==> src/rtl/adc_rx_pkg.sv <==
package adc_rx_pkg;
  parameter int DATA_W = 10;

  typedef logic [DATA_W-1:0] data_t;

  typedef struct packed {
    logic  is_a;
    data_t data;
  } word_t;

  // offset binary -> two's complement: flip the sign bit
  function automatic data_t to_twos(data_t d, logic twos);
    return twos ? d : {~d[DATA_W-1], d[DATA_W-2:0]};
  endfunction
endpackage

==> src/rtl/adc_rx_capture.sv <==
module adc_rx_capture
  import adc_rx_pkg::*;
(
  input  logic  clk_i,
  input  logic  rst_ni,
  input  data_t bus_data_i,
  input  logic  bus_is_a_i,
  input  logic  accept_i,
  output word_t st_hi_o,
  output word_t st_lo_o,
  output logic  st_ok_o
);
  word_t hi_q;

  // high-phase word, latched on the falling edge
  always_ff @(negedge clk_i or negedge rst_ni) begin
    if (!rst_ni) hi_q <= '0;
    else         hi_q <= '{is_a: bus_is_a_i, data: bus_data_i};
  end

  // stage both halves of the cycle in the rising-edge domain
  always_ff @(posedge clk_i or negedge rst_ni) begin
    if (!rst_ni) begin
      st_hi_o <= '0;
      st_lo_o <= '0;
      st_ok_o <= 1'b0;
    end else begin
      st_hi_o <= hi_q;
      st_lo_o <= '{is_a: bus_is_a_i, data: bus_data_i};
      st_ok_o <= accept_i;
    end
  end
endmodule

==> src/rtl/adc_rx_timebase.sv <==
module adc_rx_timebase #(
  parameter int IDX_W = 16,
  parameter int LAT   = 5
) (
  input  logic             clk_i,
  input  logic             rst_ni,
  input  logic             pwr_dn_i,
  output logic             accept_o,
  output logic [IDX_W-1:0] idx_o
);
  localparam int WARM = LAT + 1;
  localparam int WW   = $clog2(WARM + 1);
  localparam int OFS  = LAT + 2;

  logic [IDX_W-1:0] cnt_q;
  logic [WW-1:0]    wcnt_q;

  always_ff @(posedge clk_i or negedge rst_ni) begin
    if (!rst_ni) begin
      cnt_q  <= '0;
      wcnt_q <= '0;
    end else begin
      cnt_q <= cnt_q + 1'b1;
      if (pwr_dn_i)                 wcnt_q <= '0;
      else if (wcnt_q != WW'(WARM)) wcnt_q <= wcnt_q + 1'b1;
    end
  end

  assign accept_o = !pwr_dn_i && (wcnt_q == WW'(WARM));
  // record leaves the pairer OFS edges after its sampling edge
  assign idx_o    = cnt_q - IDX_W'(OFS);

  a_r9_cnt_step: assert property (@(posedge clk_i) disable iff (!rst_ni)
    $past(rst_ni) |-> cnt_q == IDX_W'($past(cnt_q) + 1'b1));
  a_r8_warm_bound: assert property (@(posedge clk_i) disable iff (!rst_ni)
    wcnt_q <= WW'(WARM));
  a_r8_pd_restart: assert property (@(posedge clk_i) disable iff (!rst_ni)
    pwr_dn_i |=> wcnt_q == '0);
endmodule

==> src/rtl/adc_rx_pairer.sv <==
module adc_rx_pairer
  import adc_rx_pkg::*;
#(
  parameter int IDX_W = 16
) (
  input  logic             clk_i,
  input  logic             rst_ni,
  input  word_t            st_hi_i,
  input  word_t            st_lo_i,
  input  logic             st_ok_i,
  input  logic             twos_mode_i,
  input  logic             pwr_dn_i,
  input  logic [IDX_W-1:0] idx_i,
  output logic             pair_vld_o,
  output data_t            chan_a_o,
  output data_t            chan_b_o,
  output logic [IDX_W-1:0] pair_idx_o,
  output logic             orphan_err_o
);
  localparam int SLOTS = 2;

  word_t slot [SLOTS];
  logic  pend_q, pend_d;
  data_t pdat_q, pdat_d;
  logic  emit;
  logic  orphan;
  data_t ea, eb;

  assign slot[0] = st_hi_i;
  assign slot[1] = st_lo_i;

  // words in arrival order: high phase first, then low phase
  always_comb begin
    pend_d = pend_q;
    pdat_d = pdat_q;
    emit   = 1'b0;
    orphan = 1'b0;
    ea     = '0;
    eb     = '0;
    if (st_ok_i) begin
      for (int i = 0; i < SLOTS; i++) begin
        if (slot[i].is_a) begin
          pend_d = 1'b1;
          pdat_d = slot[i].data;
        end else if (pend_d) begin
          emit   = 1'b1;
          ea     = pdat_d;
          eb     = slot[i].data;
          pend_d = 1'b0;
        end else begin
          orphan = 1'b1;
        end
      end
    end
  end

  always_ff @(posedge clk_i or negedge rst_ni) begin
    if (!rst_ni) begin
      pend_q       <= 1'b0;
      pdat_q       <= '0;
      pair_vld_o   <= 1'b0;
      chan_a_o     <= '0;
      chan_b_o     <= '0;
      pair_idx_o   <= '0;
      orphan_err_o <= 1'b0;
    end else begin
      pend_q       <= pend_d && !pwr_dn_i;
      pdat_q       <= pdat_d;
      pair_vld_o   <= emit;
      orphan_err_o <= orphan_err_o | orphan;
      if (emit) begin
        chan_a_o   <= to_twos(ea, twos_mode_i);
        chan_b_o   <= to_twos(eb, twos_mode_i);
        pair_idx_o <= idx_i;
      end
    end
  end

  a_r4_vld_needs_accept: assert property (@(posedge clk_i) disable iff (!rst_ni)
    pair_vld_o |-> $past(st_ok_i));
  a_r6_err_sticky: assert property (@(posedge clk_i) disable iff (!rst_ni)
    orphan_err_o |=> orphan_err_o);
  a_r6_err_source: assert property (@(posedge clk_i) disable iff (!rst_ni)
    $rose(orphan_err_o) |-> $past(st_ok_i));
endmodule

==> src/rtl/adc_demux_rx.sv <==
module adc_demux_rx
  import adc_rx_pkg::*;
#(
  parameter int IDX_W = 16,
  parameter int LAT   = 5
) (
  input  logic               clk_i,
  input  logic               rst_ni,
  input  logic [DATA_W-1:0]  bus_data_i,
  input  logic               bus_is_a_i,
  input  logic               twos_mode_i,
  input  logic               pwr_dn_i,
  output logic               pair_vld_o,
  output logic [DATA_W-1:0]  chan_a_o,
  output logic [DATA_W-1:0]  chan_b_o,
  output logic [IDX_W-1:0]   pair_idx_o,
  output logic               orphan_err_o
);
  word_t            st_hi, st_lo;
  logic             st_ok;
  logic             accept;
  logic [IDX_W-1:0] idx;

  adc_rx_timebase #(.IDX_W(IDX_W), .LAT(LAT)) u_tb (
    .clk_i    (clk_i),
    .rst_ni   (rst_ni),
    .pwr_dn_i (pwr_dn_i),
    .accept_o (accept),
    .idx_o    (idx)
  );

  adc_rx_capture u_cap (
    .clk_i      (clk_i),
    .rst_ni     (rst_ni),
    .bus_data_i (bus_data_i),
    .bus_is_a_i (bus_is_a_i),
    .accept_i   (accept),
    .st_hi_o    (st_hi),
    .st_lo_o    (st_lo),
    .st_ok_o    (st_ok)
  );

  adc_rx_pairer #(.IDX_W(IDX_W)) u_pair (
    .clk_i        (clk_i),
    .rst_ni       (rst_ni),
    .st_hi_i      (st_hi),
    .st_lo_i      (st_lo),
    .st_ok_i      (st_ok),
    .twos_mode_i  (twos_mode_i),
    .pwr_dn_i     (pwr_dn_i),
    .idx_i        (idx),
    .pair_vld_o   (pair_vld_o),
    .chan_a_o     (chan_a_o),
    .chan_b_o     (chan_b_o),
    .pair_idx_o   (pair_idx_o),
    .orphan_err_o (orphan_err_o)
  );

  a_r8_pd_quiet: assert property (@(posedge clk_i) disable iff (!rst_ni)
    pwr_dn_i |=> ##1 !pair_vld_o);
  a_r2_idx_hold: assert property (@(posedge clk_i) disable iff (!rst_ni)
    !pair_vld_o |-> $stable(pair_idx_o));
endmodule

==> config.mk <==
export PLATFORM = sky130hd
export DESIGN_NAME = adc_demux_rx
export DESIGN_NICKNAME = d
export VERILOG_FILES = /design/src/rtl/adc_rx_pkg.sv /design/src/rtl/adc_rx_capture.sv /design/src/rtl/adc_rx_timebase.sv /design/src/rtl/adc_rx_pairer.sv /design/src/rtl/adc_demux_rx.sv
export SDC_FILE = /design/constraint.sdc
export NUM_CORES = 1
export LEC_CHECK = 0
export ABC_CLOCK_PERIOD_IN_PS = 2500
export BUFFER_PORTS_ARGS = -buffer_cell sky130_fd_sc_hd__buf_4
export CORE_ASPECT_RATIO = 1.75
export CORE_MARGIN = 2
export CORE_UTILIZATION = 40
export CTS_BUF_LIST = sky130_fd_sc_hd__clkbuf_4
export CTS_CLUSTER_SIZE = 14
export DETAILED_ROUTE_END_ITERATION = 10
export HOLD_SLACK_MARGIN = 0.15
export PLACE_DENSITY = 0.66
export REMOVE_ABC_BUFFERS = 1
export SLEW_MARGIN = 20
export SYNTH_ARGS = -nofsm -noshare
export SYNTH_HDL_FRONTEND = slang
export SYNTH_SLANG_ARGS = --single-unit
==> constraint.sdc <==
create_clock -name clk_i -period 2.5 [get_ports clk_i]
set_input_delay 0.5 -clock clk_i [delete_from_list [all_inputs] [get_ports clk_i]]
set_output_delay 0.5 -clock clk_i [all_outputs]
set_load 0.1 [all_outputs]
==> qor.txt <==
final cell count without fillers: 531
ys flop type: dfrtp_1
Gate Count Post-Synth: 336
YS warnings: 0
Tot GR Track Use: 17.1%
worst clock skew: 42.9 ps
Buf/Inv on CP: 2
CTS tree: yes
clock-pin slew of the registers on the worst-case setup and hold paths: 150 ps
first-pass GRT wire length: 14200 µm
Port Buffer Count: 52
post-synthesis cell type count: 36
compound-gate portion of the synthesized area: 15.7%
Psw: 1.09 mW
clk root buf: clkbuf_4
Die H: 137 µm
LEAKAGE: 2.25 nW
type of the tightest min-delay check: input port to register
CP arrival: 1190 ps
Post-Syn Area: 4030 µm²
Crit-path slowest cell: dlygate4sd3_1
setup slack after layout: 332 ps
CTS max path bufs: 2
largest family of logic cells by synthesized area: compound AO/OA/AOI/OAI gates
boundary pin count: 53
largest net degree at the start of global routing: 37
delay-heaviest family, CP: buffers and inverters
Slew Viols, Final: 0
CP Capture Type: register
CTS Hold Bufs: 12
Die ar.: 10900 µm²
Internal: 2.23 mW
Req. time, crit path: 1520 ps
Sink Count: 102
final hold violation count: 0
Comb pwr share: 20.4%
synth-to-layout area growth: 20.1%
Post-synth ARST share: 100%
fraction of the mapped netlist area in adder cells: 0.931%
dpl cell area: 4590 µm²
Reg power frac: 54.3%
layout cells sized above 1: 21.2%
Pre-antenna DRT Iters: 6
Synth top area share: 56.5%
Synth area leader: dfrtp_1
first-iteration detailed-routing DRC count: 177
final WL: 8490 µm
Final Setup Violations: 0
Simple-Gate Fraction of Synth Area: 10.6%
Max Cap Viol: 0
DP HPWL: 5990 µm
Cell Pwr Density: 686 nW/µm²
synth top area cells: dfrtp_1 (56%), a22o_1 (8.3%), dfrtn_1 (6.8%)
multiplexer share of the synthesized area: 0.279%
grt total ovfl: 0
Core ar.: 9850 µm²
worst slack, placed: 424 ps
Clock power frac: 25.3%
status: complete, no violations
Synth Area in XOR/XNOR: 6.08%
Max-slew headroom: 48.8%
DRC Markers: 0
# rows: 48
Post-CTS Setup Inserts: 0
placed insts: 503
Slew @ Worst Pin: 763 ps
crit-path cells: dlygate4sd3_1, buf_4
post-synthesis sequential area ratio: 63.3%
initial core utilization: 40.9%
EDFF count, synth: 0
worst skew pair latency: 450 ps
VDD IR-drop max: 0.426 mV
Seq cells post-synth: 102
switching share of power: 32.9%
htree depth: 3
vias in the first global route: 2854
die width: 79.9 µm
final net count: 419
ANT nets after route: 0
post-CTS sizing: 0
syn avg cell area: 12.0 µm²
Filler Cells Inserted: 933
Setup Total Neg Slack: 0 ps
RSZ-0062 raised after global routing: false
via count: 2776
Crit Path Class: input port to register
crit path launch type: input port
CP Max Fanout: 2
worst hold slack: 224 ps
initial antenna violation count: 0
CP peak stage delay: 540 ps
ant diodes: 0
DR vias/cell: 5.23
CTS Buf Count: 9
final instance area: 4840 µm²
WL per Instance: 16.0 µm
Final GP Congestion: 0.817
## cell usage in the layout (no fill, tap or decap), types with 2 or more instances in the layout
cell	Yosys	final
a31o_2	2	2
nor4_1	2	2
dfrtn_1	11	11
buf_4	0	66
a22oi_1	2	2
nand3b_1	10	10
nor2b_1	2	2
or4_1	2	2
and4_1	2	2
dlygate4sd3_1	0	12
ha_1	3	3
clkinv_1	1	3
nand2_1	28	28
dfrtp_1	91	91
a21oi_1	11	11
nor2_1	11	11
nand2b_1	2	2
nor3_1	3	3
o21ai_0	26	26
nand3_1	6	6
a22o_1	38	38
a31oi_1	2	2
xnor2_1	16	16
and2_1	2	2
o22ai_1	9	9
xor2_1	12	12
inv_1	4	4
nand4_1	5	5
clkbuf_4	0	11
nand4b_1	2	2
## state kept, by name, indices dropped and copies added (netlist names)
name                 cells
u_cap.hi_q              11
u_cap.st_hi_o           11
u_cap.st_lo_o           11
u_cap.st_ok_o            1
u_pair.chan_a_o         10
u_pair.chan_b_o         10
u_pair.orphan_err_o      1
u_pair.pair_idx_o       16
u_pair.pair_vld_o        1
u_pair.pdat_q           10
u_pair.pend_q            1
u_tb.cnt_q              16
u_tb.wcnt_q              3
## path summary, 6_finish.rpt
kind	start	end	slack (ps)	depth (start not counted)
worst max register to register	u_tb.cnt_q[8]$_DFF_PN0_	u_pair.pair_idx_o[15]$_DFFE_PN0P_	390	4
min in group asynchronous	rst_ni	u_cap.st_lo_o[3]$_DFF_PN0_	530	2
worst max-delay path	bus_data_i[1]	u_cap.hi_q[1]$_DFF_NN0_	330	2
worst min register to register	u_pair.pair_idx_o[3]$_DFFE_PN0P_	u_pair.pair_idx_o[3]$_DFFE_PN0P_	500	2
worst min-delay path	pwr_dn_i	u_tb.wcnt_q[0]$_DFFE_PN0N_	220	2
max in group asynchronous	rst_ni	u_cap.hi_q[4]$_DFF_NN0_	440	2
## power groups by stage
| stage | sequential, mW | clock, mW | combinational [mW] |
|---|---|---|---|
| detailed placement | 1.84 | 0 | 0.670 |
| global placement | 1.83 | 0 | 0.662 |
| finish | 1.80 | 0.839 | 0.677 |
| global route | 1.82 | 0.931 | 0.712 |
| CTS | 1.81 | 0.871 | 0.685 |
| floorplan | 2.22 | 0 | 0.0906 |
## per-stage QoR
| step | util [%] | power (mW) |
|---|---|---|
| final | 49.2 | 3.32 |
| after global routing | 49.2 | 3.46 |
| after CTS | 49.2 | 3.36 |
| after detailed placement | 46.6 | 2.51 |
| after global placement | 46.6 | 2.50 |
| after floorplan | - | 2.31 |
## cells in the mapped netlist (3+ instances only)
cell type,number
ha_1,3
inv_1,4
dfrtn_1,11
a21oi_1,11
a22o_1,38
nor3_1,3
dfrtp_1,91
xnor2_1,16
o21ai_0,26
clkbuf_1,22
nand3_1,6
o22ai_1,9
nor2_1,11
nand3b_1,10
nand4_1,5
nand2_1,28
xor2_1,12
## worst register-to-register path, delay by kind of cell (launching register included)
kind            cells  cell delay [ps]
simple gates        3             1380
flops               1              500
compound gates      1              160
## kinds of logic (layout without fill, tap and decap cells)
kind of cell,Yosys count,count (layout)
DFF,102,102
AOI/OAI and AO/OA,92,92
and+or+nand+nor,81,81
buffers and inverters,29,99
xor gates and xnor gates,28,28
adders and majority gates,3,3
muxes,1,1
## routing by layer
| layer | routed length, µm | up-vias | GRT usage (%) |
|---|---|---|---|
| met3 | 335 | 14 | 3.69 |
| met4 | 175 | 0 | 7.72 |
| met5 | 0 | - | 0 |
| met2 | 4470 | 67 | 29.2 |
| met1 | 3500 | 1377 | 20.5 |
| li1 | - | 1318 | - |
## layout make-up
class	count	area (µm²)	share of cell area [%]
clock inverter	5	50.0	1.03
inverter	5	18.8	0.388
sequential	102	2550	52.7
timing repair buffer	78	616	12.7
tap	125	156	3.23
clock buffer	11	82.6	1.71
multi-input combinational	205	1370	28.2
Power figures use the tool's default switching activity.
